[config.mk]
export PLATFORM = sky130hd
export DESIGN_NAME = retire_ctl
export DESIGN_NICKNAME = d
export VERILOG_FILES = /design/src/rtl/retire_pkg.sv /design/src/rtl/retire_scan.sv /design/src/rtl/retire_stats.sv /design/src/rtl/retire_ctl.sv
export SDC_FILE = /design/constraint.sdc
export NUM_CORES = 1
export LEC_CHECK = 0
export ABC_AREA = 1
export ABC_CLOCK_PERIOD_IN_PS = 7390
export BUFFER_PORTS_ARGS = -buffer_cell sky130_fd_sc_hd__buf_4
export CAP_MARGIN = 20
export CORE_ASPECT_RATIO = 1.1
export CORE_UTILIZATION = 50
export CTS_CLUSTER_SIZE = 14
export DETAILED_ROUTE_END_ITERATION = 6
export PLACE_DENSITY = 0.9
export SYNTH_ARGS = -nofsm -noshare
export SYNTH_HDL_FRONTEND = slang
export SYNTH_SLANG_ARGS = --single-unit
[constraint.sdc]
create_clock -name clk_i -period 7.39 [get_ports clk_i]
set_input_delay 0.739 -clock clk_i [delete_from_list [all_inputs] [get_ports clk_i]]
set_output_delay 0.739 -clock clk_i [all_outputs]
set_load 0.01 [all_outputs]
[src/rtl/retire_pkg.sv]
package retire_pkg;
  localparam int NUM_CNT    = 5;
  localparam int CNT_COMMIT = 0;
  localparam int CNT_ARCH   = 1;
  localparam int CNT_SQUASH = 2;
  localparam int CNT_FULL   = 3;
  localparam int CNT_NSPEC  = 4;
endpackage

[src/rtl/retire_scan.sv]
module retire_scan #(
  parameter int SCAN = 6,
  parameter int W    = 4,
  parameter int SW   = 16,
  parameter int IW   = $clog2(SCAN + 1)
) (
  input  logic                 st_pend_i,
  input  logic                 block_i,
  input  logic [SCAN-1:0]      vld_i,
  input  logic [SCAN-1:0]      rdy_i,
  input  logic [SCAN-1:0]      sq_i,
  input  logic [SCAN-1:0]      exe_i,
  input  logic [SCAN-1:0]      nspec_i,
  input  logic [SCAN-1:0]      stc_i,
  input  logic [SCAN-1:0]      mbar_i,
  input  logic [SCAN-1:0]      wbar_i,
  input  logic [SCAN-1:0]      ld_i,
  input  logic [SCAN-1:0]      flt_i,
  input  logic [SCAN-1:0]      nop_i,
  input  logic [SCAN*SW-1:0]   seq_i,
  output logic [SCAN-1:0]      ret_o,
  output logic [SCAN-1:0]      sqr_o,
  output logic [SCAN-1:0]      clr_o,
  output logic                 ns_req_o,
  output logic [SW-1:0]        ns_seq_o,
  output logic                 unc_req_o,
  output logic [SW-1:0]        unc_seq_o,
  output logic                 trap_req_o,
  output logic                 bad_o,
  output logic                 done_vld_o,
  output logic [SW-1:0]        done_seq_o,
  output logic [IW-1:0]        n_commit_o,
  output logic [IW-1:0]        n_arch_o,
  output logic [IW-1:0]        n_sq_o,
  output logic                 full_o
);
  localparam int NW = $clog2(W + 1);

  logic [SCAN-1:0] ser;
  logic [SW-1:0]   seq_a [SCAN];

  // per-slot decode: serialising class and sequence number slice
  for (genvar k = 0; k < SCAN; k++) begin : g_slot
    assign ser[k]   = nspec_i[k] | stc_i[k] | mbar_i[k] | wbar_i[k];
    assign seq_a[k] = seq_i[k*SW +: SW];
  end

  // oldest-first walk; n counts real commits, first candidate means n == 0
  always_comb begin
    logic          stop;
    logic          act;
    logic [NW-1:0] n;
    logic [IW-1:0] a;
    logic [IW-1:0] s;
    stop       = block_i;
    n          = '0;
    a          = '0;
    s          = '0;
    ret_o      = '0;
    sqr_o      = '0;
    clr_o      = '0;
    ns_req_o   = 1'b0;
    ns_seq_o   = '0;
    unc_req_o  = 1'b0;
    unc_seq_o  = '0;
    trap_req_o = 1'b0;
    bad_o      = 1'b0;
    done_vld_o = 1'b0;
    done_seq_o = '0;
    for (int k = 0; k < SCAN; k++) begin
      act = !stop && (n != NW'(W)) && vld_i[k] && rdy_i[k];
      if (act && sq_i[k]) begin
        ret_o[k] = 1'b1;
        sqr_o[k] = 1'b1;
        s        = s + 1'b1;
      end else if (act && exe_i[k] && !flt_i[k]) begin
        ret_o[k]   = 1'b1;
        n          = n + 1'b1;
        done_vld_o = 1'b1;
        done_seq_o = seq_a[k];
        if (!nop_i[k]) a = a + 1'b1;
      end else begin
        if (act) begin
          if (exe_i[k]) begin
            if (!st_pend_i && n == '0) trap_req_o = 1'b1;
          end else if (ser[k]) begin
            if (!st_pend_i && n == '0) begin
              ns_req_o = 1'b1;
              ns_seq_o = seq_a[k];
              clr_o[k] = 1'b1;
            end
          end else if (ld_i[k]) begin
            unc_req_o = 1'b1;
            unc_seq_o = seq_a[k];
            clr_o[k]  = 1'b1;
          end else begin
            bad_o = 1'b1;
          end
        end
        stop = 1'b1;
      end
    end
    n_commit_o = IW'(n);
    n_arch_o   = a;
    n_sq_o     = s;
    full_o     = (n == NW'(W));
  end
endmodule

[src/rtl/retire_stats.sv]
module retire_stats #(
  parameter int NCNT = 5,
  parameter int CW   = 16,
  parameter int IW   = 3
) (
  input  logic                      clk_i,
  input  logic                      rst_ni,
  input  logic [NCNT-1:0][IW-1:0]   inc_i,
  output logic [NCNT-1:0][CW-1:0]   cnt_o
);
  for (genvar c = 0; c < NCNT; c++) begin : g_cnt
    logic [CW-1:0] cnt_q, cnt_d;
    logic          cnt_en;

    assign cnt_en = (inc_i[c] != '0);
    assign cnt_d  = cnt_q + CW'(inc_i[c]);

    always_ff @(posedge clk_i or negedge rst_ni) begin
      if (!rst_ni)     cnt_q <= '0;
      else if (cnt_en) cnt_q <= cnt_d;
    end

    assign cnt_o[c] = cnt_q;
  end
endmodule

[src/rtl/retire_ctl.sv]
module retire_ctl
  import retire_pkg::*;
#(
  parameter int SCAN = 6,
  parameter int W    = 4,
  parameter int SW   = 16,
  parameter int CW   = 16
) (
  input  logic                clk_i,
  input  logic                rst_ni,
  input  logic                st_pend_i,
  input  logic                trap_ack_i,
  input  logic [SCAN-1:0]     hd_vld_i,
  input  logic [SCAN-1:0]     hd_rdy_i,
  input  logic [SCAN-1:0]     hd_sq_i,
  input  logic [SCAN-1:0]     hd_exe_i,
  input  logic [SCAN-1:0]     hd_nspec_i,
  input  logic [SCAN-1:0]     hd_stc_i,
  input  logic [SCAN-1:0]     hd_mbar_i,
  input  logic [SCAN-1:0]     hd_wbar_i,
  input  logic [SCAN-1:0]     hd_ld_i,
  input  logic [SCAN-1:0]     hd_flt_i,
  input  logic [SCAN-1:0]     hd_nop_i,
  input  logic [SCAN*SW-1:0]  hd_seq_i,
  output logic [SCAN-1:0]     ret_o,
  output logic [SCAN-1:0]     sq_ret_o,
  output logic [SCAN-1:0]     clr_cc_o,
  output logic                nspec_req_o,
  output logic [SW-1:0]       nspec_seq_o,
  output logic                unc_req_o,
  output logic [SW-1:0]       unc_seq_o,
  output logic                trap_req_o,
  output logic                trap_pend_o,
  output logic                err_o,
  output logic [SW-1:0]       done_seq_o,
  output logic [CW-1:0]       cnt_commit_o,
  output logic [CW-1:0]       cnt_arch_o,
  output logic [CW-1:0]       cnt_squash_o,
  output logic [CW-1:0]       cnt_full_o,
  output logic [CW-1:0]       cnt_nspec_o
);
  localparam int IW = $clog2(SCAN + 1);

  logic                       bad, done_vld, full;
  logic [SW-1:0]              done_nxt;
  logic [IW-1:0]              n_commit, n_arch, n_sq;
  logic [NUM_CNT-1:0][IW-1:0] inc;
  logic [NUM_CNT-1:0][CW-1:0] cnt;

  logic          trap_q, trap_d, trap_en;
  logic          err_q, err_d, err_en;
  logic [SW-1:0] done_q;

  retire_scan #(.SCAN(SCAN), .W(W), .SW(SW), .IW(IW)) u_scan (
    .st_pend_i (st_pend_i),
    .block_i   (trap_q),
    .vld_i     (hd_vld_i),
    .rdy_i     (hd_rdy_i),
    .sq_i      (hd_sq_i),
    .exe_i     (hd_exe_i),
    .nspec_i   (hd_nspec_i),
    .stc_i     (hd_stc_i),
    .mbar_i    (hd_mbar_i),
    .wbar_i    (hd_wbar_i),
    .ld_i      (hd_ld_i),
    .flt_i     (hd_flt_i),
    .nop_i     (hd_nop_i),
    .seq_i     (hd_seq_i),
    .ret_o     (ret_o),
    .sqr_o     (sq_ret_o),
    .clr_o     (clr_cc_o),
    .ns_req_o  (nspec_req_o),
    .ns_seq_o  (nspec_seq_o),
    .unc_req_o (unc_req_o),
    .unc_seq_o (unc_seq_o),
    .trap_req_o(trap_req_o),
    .bad_o     (bad),
    .done_vld_o(done_vld),
    .done_seq_o(done_nxt),
    .n_commit_o(n_commit),
    .n_arch_o  (n_arch),
    .n_sq_o    (n_sq),
    .full_o    (full)
  );

  always_comb begin
    inc             = '0;
    inc[CNT_COMMIT] = n_commit;
    inc[CNT_ARCH]   = n_arch;
    inc[CNT_SQUASH] = n_sq;
    inc[CNT_FULL]   = IW'(full);
    inc[CNT_NSPEC]  = IW'(nspec_req_o);
  end

  retire_stats #(.NCNT(NUM_CNT), .CW(CW), .IW(IW)) u_stats (
    .clk_i (clk_i),
    .rst_ni(rst_ni),
    .inc_i (inc),
    .cnt_o (cnt)
  );

  // next-state for trap-pending and error flags
  always_comb begin
    trap_en = trap_req_o | trap_ack_i;
    trap_d  = trap_req_o;
    err_en  = bad;
    err_d   = 1'b1;
  end

  always_ff @(posedge clk_i or negedge rst_ni) begin
    if (!rst_ni)      trap_q <= 1'b0;
    else if (trap_en) trap_q <= trap_d;
  end

  always_ff @(posedge clk_i or negedge rst_ni) begin
    if (!rst_ni)     err_q <= 1'b0;
    else if (err_en) err_q <= err_d;
  end

  always_ff @(posedge clk_i or negedge rst_ni) begin
    if (!rst_ni)       done_q <= '0;
    else if (done_vld) done_q <= done_nxt;
  end

  assign trap_pend_o  = trap_q;
  assign err_o        = err_q;
  assign done_seq_o   = done_q;
  assign cnt_commit_o = cnt[CNT_COMMIT];
  assign cnt_arch_o   = cnt[CNT_ARCH];
  assign cnt_squash_o = cnt[CNT_SQUASH];
  assign cnt_full_o   = cnt[CNT_FULL];
  assign cnt_nspec_o  = cnt[CNT_NSPEC];
endmodule

# ---- Word level (Yosys, flattened, before mapping)
# Index checks and enable logic that the tools add are counted.
dict set report totals {
  reg_bits 98
  input_bits 166
  word_cells 450
}
dict set report classes {
  add_sub_neg 20
  n_eq_ne 6
  muxes 336
  n_bitwise 19
  n_reduce_logical 61
}
# op n
set op_table {}
lappend op_table {{$mux W16} 84}
lappend op_table {{$mux W1} 219}
lappend op_table {{$mux W3} 33}
lappend op_table {{$add A16 B3 Y16} 3}
lappend op_table {{$add A3 B1 Y3 const B} 14}
lappend op_table {{$logic_and A1 B1 Y1} 40}
lappend op_table {{$add A16 B1 Y16} 2}
lappend op_table {{$or A1 B1 Y1} 19}
lappend op_table {{$logic_not A3 Y1} 5}
lappend op_table {{$ne A3 B3 Y1 const B} 5}
lappend op_table {{$logic_not A1 Y1} 13}
lappend op_table {{$reduce_bool A3 Y1} 3}
lappend op_table {{$eq A3 B3 Y1 const B} 1}
lappend op_table {{$add A1 B1 Y2 const B} 1}

# ---- Depth between registers and ports, before layout
# Gate-level depths: netlist of the first run.
dict set report logic_depth {
  word_depth 49
  mapped_depth 46
}

# ---- By module
# From an unflattened synthesis of the first run, not the netlist that was laid out.
dict set report hier_totals {
  hier_cells 1401
  hier_area_um2 9352.7
}
# module n_inst cells_per_inst area_each_um2 seq_area_each_um2
set modules_own_cells {}
lappend modules_own_cells {retire_stats 1 513 4476.8 2001.9}
lappend modules_own_cells {retire_scan 1 812 4156.5 0.0}
lappend modules_own_cells {retire_ctl 1 76 719.4 450.4}

# ---- Worst setup path after synthesis of the first run
# Ideal clock, no wire load.
dict set report synth_path {
  path_type {input-to-reg}
  from {input hd_vld_i[0]}
  to {register u_stats.g_cnt[1].cnt_q[14]}
  setup_ns 0.122
  t_arrival_ns 6.753
  slack_ns 0.515
  stages 43
  n_path_buf 1
  path_cell_list {nand2_1 -> nor2_4 -> nand3_2 -> nor2_1 -> inv_1 -> ha_1 -> nand2_1 -> nand2_1 -> inv_1 -> ha_1 -> nand2_1 -> o21a_1 -> ha_1 -> nand3_2 -> nand4_2 -> nor2_2 -> inv_2 -> clkbuf_1 -> (+7 left out) -> xor2_1 -> inv_1 -> ha_1 -> nand2_4 -> nand4_4 -> nor2_8 -> nand2_4 -> xnor2_2 -> ha_1 -> inv_1 -> fa_1 -> inv_1 -> a21oi_1 -> nor3_1 -> nand3_1 -> xor2_1 -> nand2_1 -> o21ai_1}
}
dict set report synth_between {
  elab_chain_len 47
  word_cells_on_any_way 93
  cone_classes {add/sub: 10; eq/ne: 5; mux: 37; reduce/logical: 41}
}
# element line
set synth_rtl {}
lappend synth_rtl {{start: declaration} retire_ctl.sv:13} ;# input logic [SCAN-1:0] hd_vld_i,
lappend synth_rtl {{$logic_and A1 B1 Y1 * (2 in a row)} retire_scan.sv:71} ;# act = !stop && (n != NW'(W)) && vld_i[k] && rdy_i[k];
lappend synth_rtl {{parallel branches: the longest is 43 deep, another holds $add A3 B1 Y3} --}
lappend synth_rtl {{$mux W3 *} retire_scan.sv:72} ;# if (act && sq_i[k]) begin
lappend synth_rtl {{$add A16 B3 Y16 or $reduce_bool A3 Y1 (tied branches)} {retire_stats.sv:16, retire_stats.sv:15}}
lappend synth_rtl {{end signal: assignment} retire_stats.sv:20} ;# else if (cnt_en) cnt_q <= cnt_d;
lappend synth_rtl {{end: declaration} retire_stats.sv:12} ;# logic [CW-1:0] cnt_q, cnt_d;
# Mark *: on every way between the ends.
# A chain may end at the register's enable or synchronous reset.

# ---- Final worst setup path of the first run
dict set report layout_path {
  from {input hd_vld_i[0]}
  to {output unc_seq_o[8]}
}
dict set report layout_between {
  elab_chain_len 46
  word_cells_on_any_way 102
  cone_classes {add/sub: 4; eq/ne: 5; mux: 53; reduce/logical: 40}
}
# element line
set layout_rtl {}
lappend layout_rtl {{$logic_and A1 B1 Y1 * (2 in a row)} retire_scan.sv:71}
lappend layout_rtl {{$logic_and A1 B1 Y1 (2 in a row)} retire_scan.sv:76} ;# end else if (act && exe_i[k] && !flt_i[k]) begin
lappend layout_rtl {{$mux W1} retire_scan.sv:76}
lappend layout_rtl {{$mux W3 or $mux W1 (tied branches)} retire_scan.sv:72}
lappend layout_rtl {{$ne A3 B3 Y1 or $logic_not A1 Y1 (tied branches)} retire_scan.sv:71}
lappend layout_rtl {{$logic_and A1 B1 Y1 (3 in a row)} retire_scan.sv:71}
lappend layout_rtl {{$logic_and A1 B1 Y1 (2 in a row)} retire_scan.sv:76}
lappend layout_rtl {{$mux W3 or $mux W1 (tied branches)} retire_scan.sv:76}
lappend layout_rtl {{(+21 left out)} --}
lappend layout_rtl {{$logic_and A1 B1 Y1 (2 in a row)} retire_scan.sv:76}
lappend layout_rtl {{$mux W3 or $mux W1 (tied branches)} retire_scan.sv:76}
lappend layout_rtl {{$mux W3 or $mux W1 (tied branches)} retire_scan.sv:72}
lappend layout_rtl {{$ne A3 B3 Y1 or $logic_not A1 Y1 (tied branches)} retire_scan.sv:71}
lappend layout_rtl {{$logic_and A1 B1 Y1 (3 in a row)} retire_scan.sv:71}
lappend layout_rtl {{$logic_and A1 B1 Y1 (2 in a row)} retire_scan.sv:76}
lappend layout_rtl {{$mux W16} retire_scan.sv:76}
lappend layout_rtl {{$mux W16 *} retire_scan.sv:72}
lappend layout_rtl {{end: declaration} retire_ctl.sv:31} ;# output logic [SW-1:0] unc_seq_o,
# Mark *: on every way between the ends. The rest lies on a longest branch, timed or not.

==> out/results.txt, run 1 <==
Status - complete, but fails checks
Failing checks - DRC
Chip width - 132.0 µm
TritonCTS Buffers - 9
I/O pin count - 317
Top cell type by total area after synthesis - dfrtp_1
Crit end category - primary output
Switching power - 0.5114 mW
Clock tree sinks - 98
DR iter-0 viols - 1062
RD Place Congestion - 0.9741
Hold Fails Final Rpt - 0
Total wire length - 37190 µm
Peak supply drop - 0.1072 mV
Root buffer cell - clkbuf_16
Synth-to-Final Area Change - 32.57%
Sequential cell area - 2452 µm²
Routed via count - 11379
Max Clk Rate - 140.7 MHz
Vias per inst - 5.911
Antenna violations before repair - 1
Final setup TNS - 0 ns
Multi-input gate area in the final layout - 5973 µm²
Layout fillers - 1568
Top FF cell, synth - dfrtp_1
Final Slew Violations - 0
Antenna diodes - 0
Maximum buffer depth of the clock tree - 2
Core ar. - 17930 µm²
Post-synth top area share - 26.39%
Leak - 6.452 nW
Layout Nets - 1886
Starting density of the core - 51.83%
Clk network pwr share - 33.2%
PwrDens - 125.9 nW/µm²
Relative slew slack - 33.47%
Fin util - 68.71%
CP startpoint kind - primary input
H-tree levels - 3
Async SR Flop Fraction - 100.0%
Most numerous cell in the Yosys netlist - nand2_1
Final min period - 7.107 ns
Reg clk slew, reported paths - 0.08 ns
IO Port Bufs - 316
Post-synth EDFFs - 0
GRT Util Overall - 38.60%
Hold WS - 0.2516 ns
Clk_skew - 0.01270 ns
Vias in the first global route - 10878
Post-DP HPWL - 29510 µm
Hold Path Class - in2async
Routed length per instance - 19.32 µm
Top cells by area, synth - dfrtp_1 (26%), nand2_1 (11%), o21ai_0 (8.3%), inv_1 (7.6%), nor2_1 (4.8%)
Commonest cells post-synth - nand2_1 (270), inv_1 (189), o21ai_0 (154)
Crit path kind - in2out
Flops & latches, synth - 98
Syn_nets - 1586
CTS tree - built
Comb power frac - 25.7%
Worst path slowest cell - o21ai_0
GRT overflow - 0
Maxcap violations - 0
Antenna Nets Post-Route - 0
Sequential share of power - 41.2%
CP max FO - 10
Post-synthesis sequential area ratio - 26.39%
First-pass GRT wire length - 57540 µm
Post-synthesis cell count - 1382
Synth Cell Area - 9294 µm²
Syn avg cell area - 6.725 µm²
RSZ-0062 raised after global routing - yes
Count of cell types in the netlist - 55
Endpoints failing setup - 0
DRC violations left - 1
Die height - 145.0 µm
Final period util - 96.17%
Clock latency on the worst-skew pair - 0.36 ns
CP arrival - 6.37 ns
Yosys Warn Count - 0
DIE AREA - 19140 µm²
Layout cells sized above 1 - 25.01%
Drt first pass iters - 7
Row cnt - 51
Required time of the critical path - 6.65 ns
P_int - 1.040 mW
Slowest stage delay, CP - 0.35 ns
Sw Share - 32.97%
Actual slew at the worst max-slew pin - 0.9980 ns
Largest net degree at the start of global routing - 78
## routing by layer
layer | routed length [µm] | global-route usage, % | vias to the layer above
li1 | - | - | 5248
met1 | 13960 | 46.93 | 5325
met2 | 17110 | 63.47 | 690
met3 | 4412 | 10.27 | 116
met4 | 1702 | 17.67 | 0
met5 | 0 | 0 | -
## cells in the final DEF, fill, tap and decap left out, types with 10 or more instances in the layout
| cell type | instances |
|---|---|
| xor2_1 | 47 |
| xnor2_1 | 16 |
| nor4_1 | 10 |
| a21oi_1 | 43 |
| a211oi_1 | 16 |
| nor2_1 | 118 |
| o21ai_0 | 143 |
| nand3_1 | 81 |
| o21ai_1 | 29 |
| nor3_1 | 32 |
| ha_1 | 35 |
| a31oi_1 | 33 |
| buf_4 | 337 |
| o31ai_1 | 18 |
| inv_1 | 189 |
| nand4_1 | 25 |
| o211ai_1 | 33 |
| dfrtp_1 | 98 |
| nand2_1 | 269 |
## worst max-delay path, delay by kind of cell
kind            cells  cell delay [ns]
buf+inv             9             1.08
simple gates       18             2.26
fa+ha+maj           5             1.29
xor+xnor            2             0.50
compound gates      2             0.47
## kinds of logic after synthesis
group           count (synthesis)  synth area share, %
mux                             3               0.3500
flops                          98                26.39
xor+xnor                       68                6.570
buf+inv                       248                10.26
compound gates                339                21.41
fa+ha+maj                      38                5.358
simple gates                  588                29.67
## layout make-up
| type | instances | share of cell area [%] |
|---|---|---|
| Sequential cell | 98 | 19.90 |
| Tap cell | 238 | 2.417 |
| Clock buffer | 9 | 1.828 |
| Inverter | 199 | 6.063 |
| Clock inverter | 7 | 0.7718 |
| Timing Repair Buffer | 337 | 20.53 |
| Multi-Input combinational cell | 1037 | 48.48 |
## power groups by stage
stage	clock network (mW)	registers, mW	logic [mW]
final	0.514	0.639	0.398
after global placement	0	0.646	0.382
after global routing	0.543	0.644	0.433
after detailed placement	0	0.647	0.392
after CTS	0.519	0.637	0.394
after floorplan	0	0.656	0.145
## state kept, by name (all words and copies together) (netlist names)
register / cells
err_o: 1
done_seq_o: 16
u_stats.g_cnt.cnt_q: 80
trap_pend_o: 1
## stage by stage
| stage | power [mW] | cell area, µm² | setup slack, ns | std cells |
|---|---|---|---|---|
| final | 1.551 | 12320 | 0.2828 | 1925 |
| after detailed placement | 1.039 | 11900 | -0.5045 | 1904 |
| after global placement | 1.028 | 11900 | -0.002616 | 1904 |
| after CTS | 1.550 | 12230 | -0.04619 | 1921 |
| after global routing | 1.620 | 12320 | -0.01902 | 1925 |
| after floorplan | 0.8015 | 9294 | 0.5153 | 1382 |
## path summary, 6_finish.rpt
check | start | end | slack (ns) | cells after the start
min in group clk_i | u_stats.g_cnt[3].cnt_q[3]$_DFFE_PN0N_ | u_stats.g_cnt[3].cnt_q[3]$_DFFE_PN0N_ | 0.50 | 1
hold reg to reg | u_stats.g_cnt[3].cnt_q[3]$_DFFE_PN0N_ | u_stats.g_cnt[3].cnt_q[3]$_DFFE_PN0N_ | 0.50 | 1
max in group asynchronous | rst_ni | u_stats.g_cnt[0].cnt_q[12]$_DFFE_PN0P_ | 5.83 | 2
hold / removal | rst_ni | u_stats.g_cnt[3].cnt_q[8]$_DFFE_PN0N_ | 0.25 | 1
setup / recovery | hd_vld_i[0] | unc_seq_o[8] | 0.28 | 36
setup reg to reg | trap_pend_o$_DFFE_PN0P_ | u_stats.g_cnt[4].cnt_q[14]$_DFFE_PN0N_ | 0.56 | 39
## timing repair
action / 4_1_cts / 5_1_grt
setup endpoints to repair: 8 / 88
pin swaps: 1 / 2
cloned: 1 / 0
gates resized for setup: 4 / 19
hold buffers: 0 / 0
setup buffers: 0 / 4
(Power assumes the default switching activity.)
==> run 2, diff against run 1 <==
BUFFER_PORTS_ARGS = -buffer_cell sky130_fd_sc_hd__buf_2   (was -buffer_cell sky130_fd_sc_hd__buf_4)
==> out/results.txt, run 2 (synthesis gave the netlist of run 1 again) <==
Hold Fails Final Rpt - 0
Layout Nets - 1889
Chip width - 132.0 µm
Relative slew slack - 36.82%
Final Slew Violations - 0
GRT Util Overall - 37.01%
Layout cells sized above 1 - 25.33%
CTS tree - built
Leak - 6.296 nW
Placed Cells - 1901
Maximum buffer depth of the clock tree - 2
Routed length per instance - 18.47 µm
Reg clk slew, reported paths - 0.08 ns
Clk network pwr share - 33.5%
I/O pin count - 317
Core ar. - 17930 µm²
Final std cells w/o fill - 1933
Clock latency on the worst-skew pair - 0.36 ns
Hold Path Class - in2async
Most flop-heavy register - u_stats.g_cnt.cnt_q
IO Port Bufs - 316
CTS Hold Bufs - 0
Status - complete, no violations
Maxcap violations - 0
Most frequent cells in the layout - buf_2 (315), nand2_1 (270), inv_1 (189)
Post-DP HPWL - 28550 µm
CP max FO - 18
GRT overflow - 0
Comb power frac - 23.3%
Worst path slowest cell - o21ai_0
Endpoints failing setup - 0
Total wire length - 35690 µm
Vias per inst - 5.796
RD Place Congestion - 1.038
Slowest stage delay, CP - 0.53 ns
Antenna Nets Post-Route - 0
Drt first pass iters - 6
Peak supply drop - 0.1375 mV
Max FFs per register - 80
Final min period - 7.048 ns
DR iter-0 viols - 873
Max Clk Rate - 141.9 MHz
Clk_skew - 0.01201 ns
Sequential share of power - 43.2%
Actual slew at the worst max-slew pin - 0.9426 ns
Routed via count - 11203
Row cnt - 51
Vias in the first global route - 10509
Starting density of the core - 51.83%
Largest net degree at the start of global routing - 59
Clock tree sinks - 98
Cell area after layout - 11590 µm²
Root buffer cell - clkbuf_16
Commonest non-fill, non-tap cell in the layout - buf_2
P_int - 0.9842 mW
Crit path kind - in2out
Final period util - 95.37%
Crit end category - primary output
Required time of the critical path - 6.65 ns
Antenna violations before repair - 7
Synth-to-Final Area Change - 24.76%
Hold WS - 0.3450 ns
DRC violations left - 0
Switching power - 0.4864 mW
CP startpoint kind - primary input
PwrDens - 126.8 nW/µm²
H-tree levels - 3
Sw Share - 33.07%
First-pass GRT wire length - 55340 µm
Post-DP Area - 11090 µm²
CP arrival - 6.31 ns
DIE AREA - 19140 µm²
Die height - 145.0 µm
TritonCTS Buffers - 9
==> run 2: cell count changes in the layout (fill, tap and decap cells not counted), sizes merged <==
cell / delta
clkinvlp: +1
buf: +3
clkinv: -2
inv: +1
diode: +5
==> run 2: final timing paths <==
check                                                       start                                endpoint  slack (ns)  cells past startpoint
setup / recovery                                      hd_vld_i[0]                          nspec_seq_o[1]        0.34                     34
hold / removal                                             rst_ni   u_stats.g_cnt[3].cnt_q[3]$_DFFE_PN0N_        0.34                      1
max in group asynchronous                                  rst_ni  u_stats.g_cnt[0].cnt_q[11]$_DFFE_PN0P_        5.89                      2
min in group clk_i         u_stats.g_cnt[4].cnt_q[14]$_DFFE_PN0N_  u_stats.g_cnt[4].cnt_q[14]$_DFFE_PN0N_        0.50                      1
setup reg to reg                          trap_pend_o$_DFFE_PN0P_  u_stats.g_cnt[3].cnt_q[12]$_DFFE_PN0N_        0.59                     40
hold reg to reg            u_stats.g_cnt[4].cnt_q[14]$_DFFE_PN0N_  u_stats.g_cnt[4].cnt_q[14]$_DFFE_PN0N_        0.50                      1
==> run 2: stage by stage <==
| step | power, mW | setup WS, ns | utilization [%] | setup TNS, ns |
|---|---|---|---|---|
| after floorplan | 0.8015 | 0.5153 | - | 0 |
| after global placement | 0.9704 | 0.005232 | 61.82 | 0 |
| after detailed placement | 0.9816 | -0.2651 | 61.82 | -2.653 |
| after CTS | 1.477 | 0.002305 | 63.54 | 0 |
| after global routing | 1.545 | -0.08281 | 64.65 | -0.4887 |
| final | 1.471 | 0.3423 | 64.66 | 0 |
==> run 2: repair_timing <==
action                                  in CTS  in global routing
endpoints found under the setup margin       2                 74
pin swaps                                    0                  3
setup buffers                                0                  8
cloned                                       0                  1
resized for setup                            2                 21
==> run 2: layout make-up <==
| type | count | area [µm²] |
|---|---|---|
| antenna | 5 | 12.51 |
| clock buffer | 9 | 225.2 |
| fill | 1652 | 6336 |
| inverter | 199 | 747.0 |
| sequential | 98 | 2452 |
| clock inverter | 7 | 82.58 |
| multi-input combinational | 1037 | 5982 |
| timing repair buffer | 340 | 1795 |
| tap | 238 | 297.8 |
==> run 2: power by group through the flow <==
stage	clock network [mW]	registers, mW	logic [mW]
after global placement	0	0.644	0.326
after global routing	0.528	0.641	0.376
after detailed placement	0	0.645	0.336
after CTS	0.505	0.635	0.338
final	0.493	0.635	0.342
after floorplan	0	0.656	0.145
==> run 2: layer usage <==
layer  up-vias  share of wire [%]  wire length [µm]  track usage, %
li1       5251                  -                 -               -
met5         -                  0                 0               0
met3       119                 12              4384           10.97
met1      5164                 38             13430           44.48
met4         0                4.9              1763           17.50
met2       669                 45             16110           60.34
==> run 2: critical path, delay by kind of cell <==
kind,cells,cell delay [ns]
compound gates,2,0.65
xor+xnor,2,0.48
fa+ha+maj,5,1.28
buf+inv,7,0.81
simple gates,18,2.32
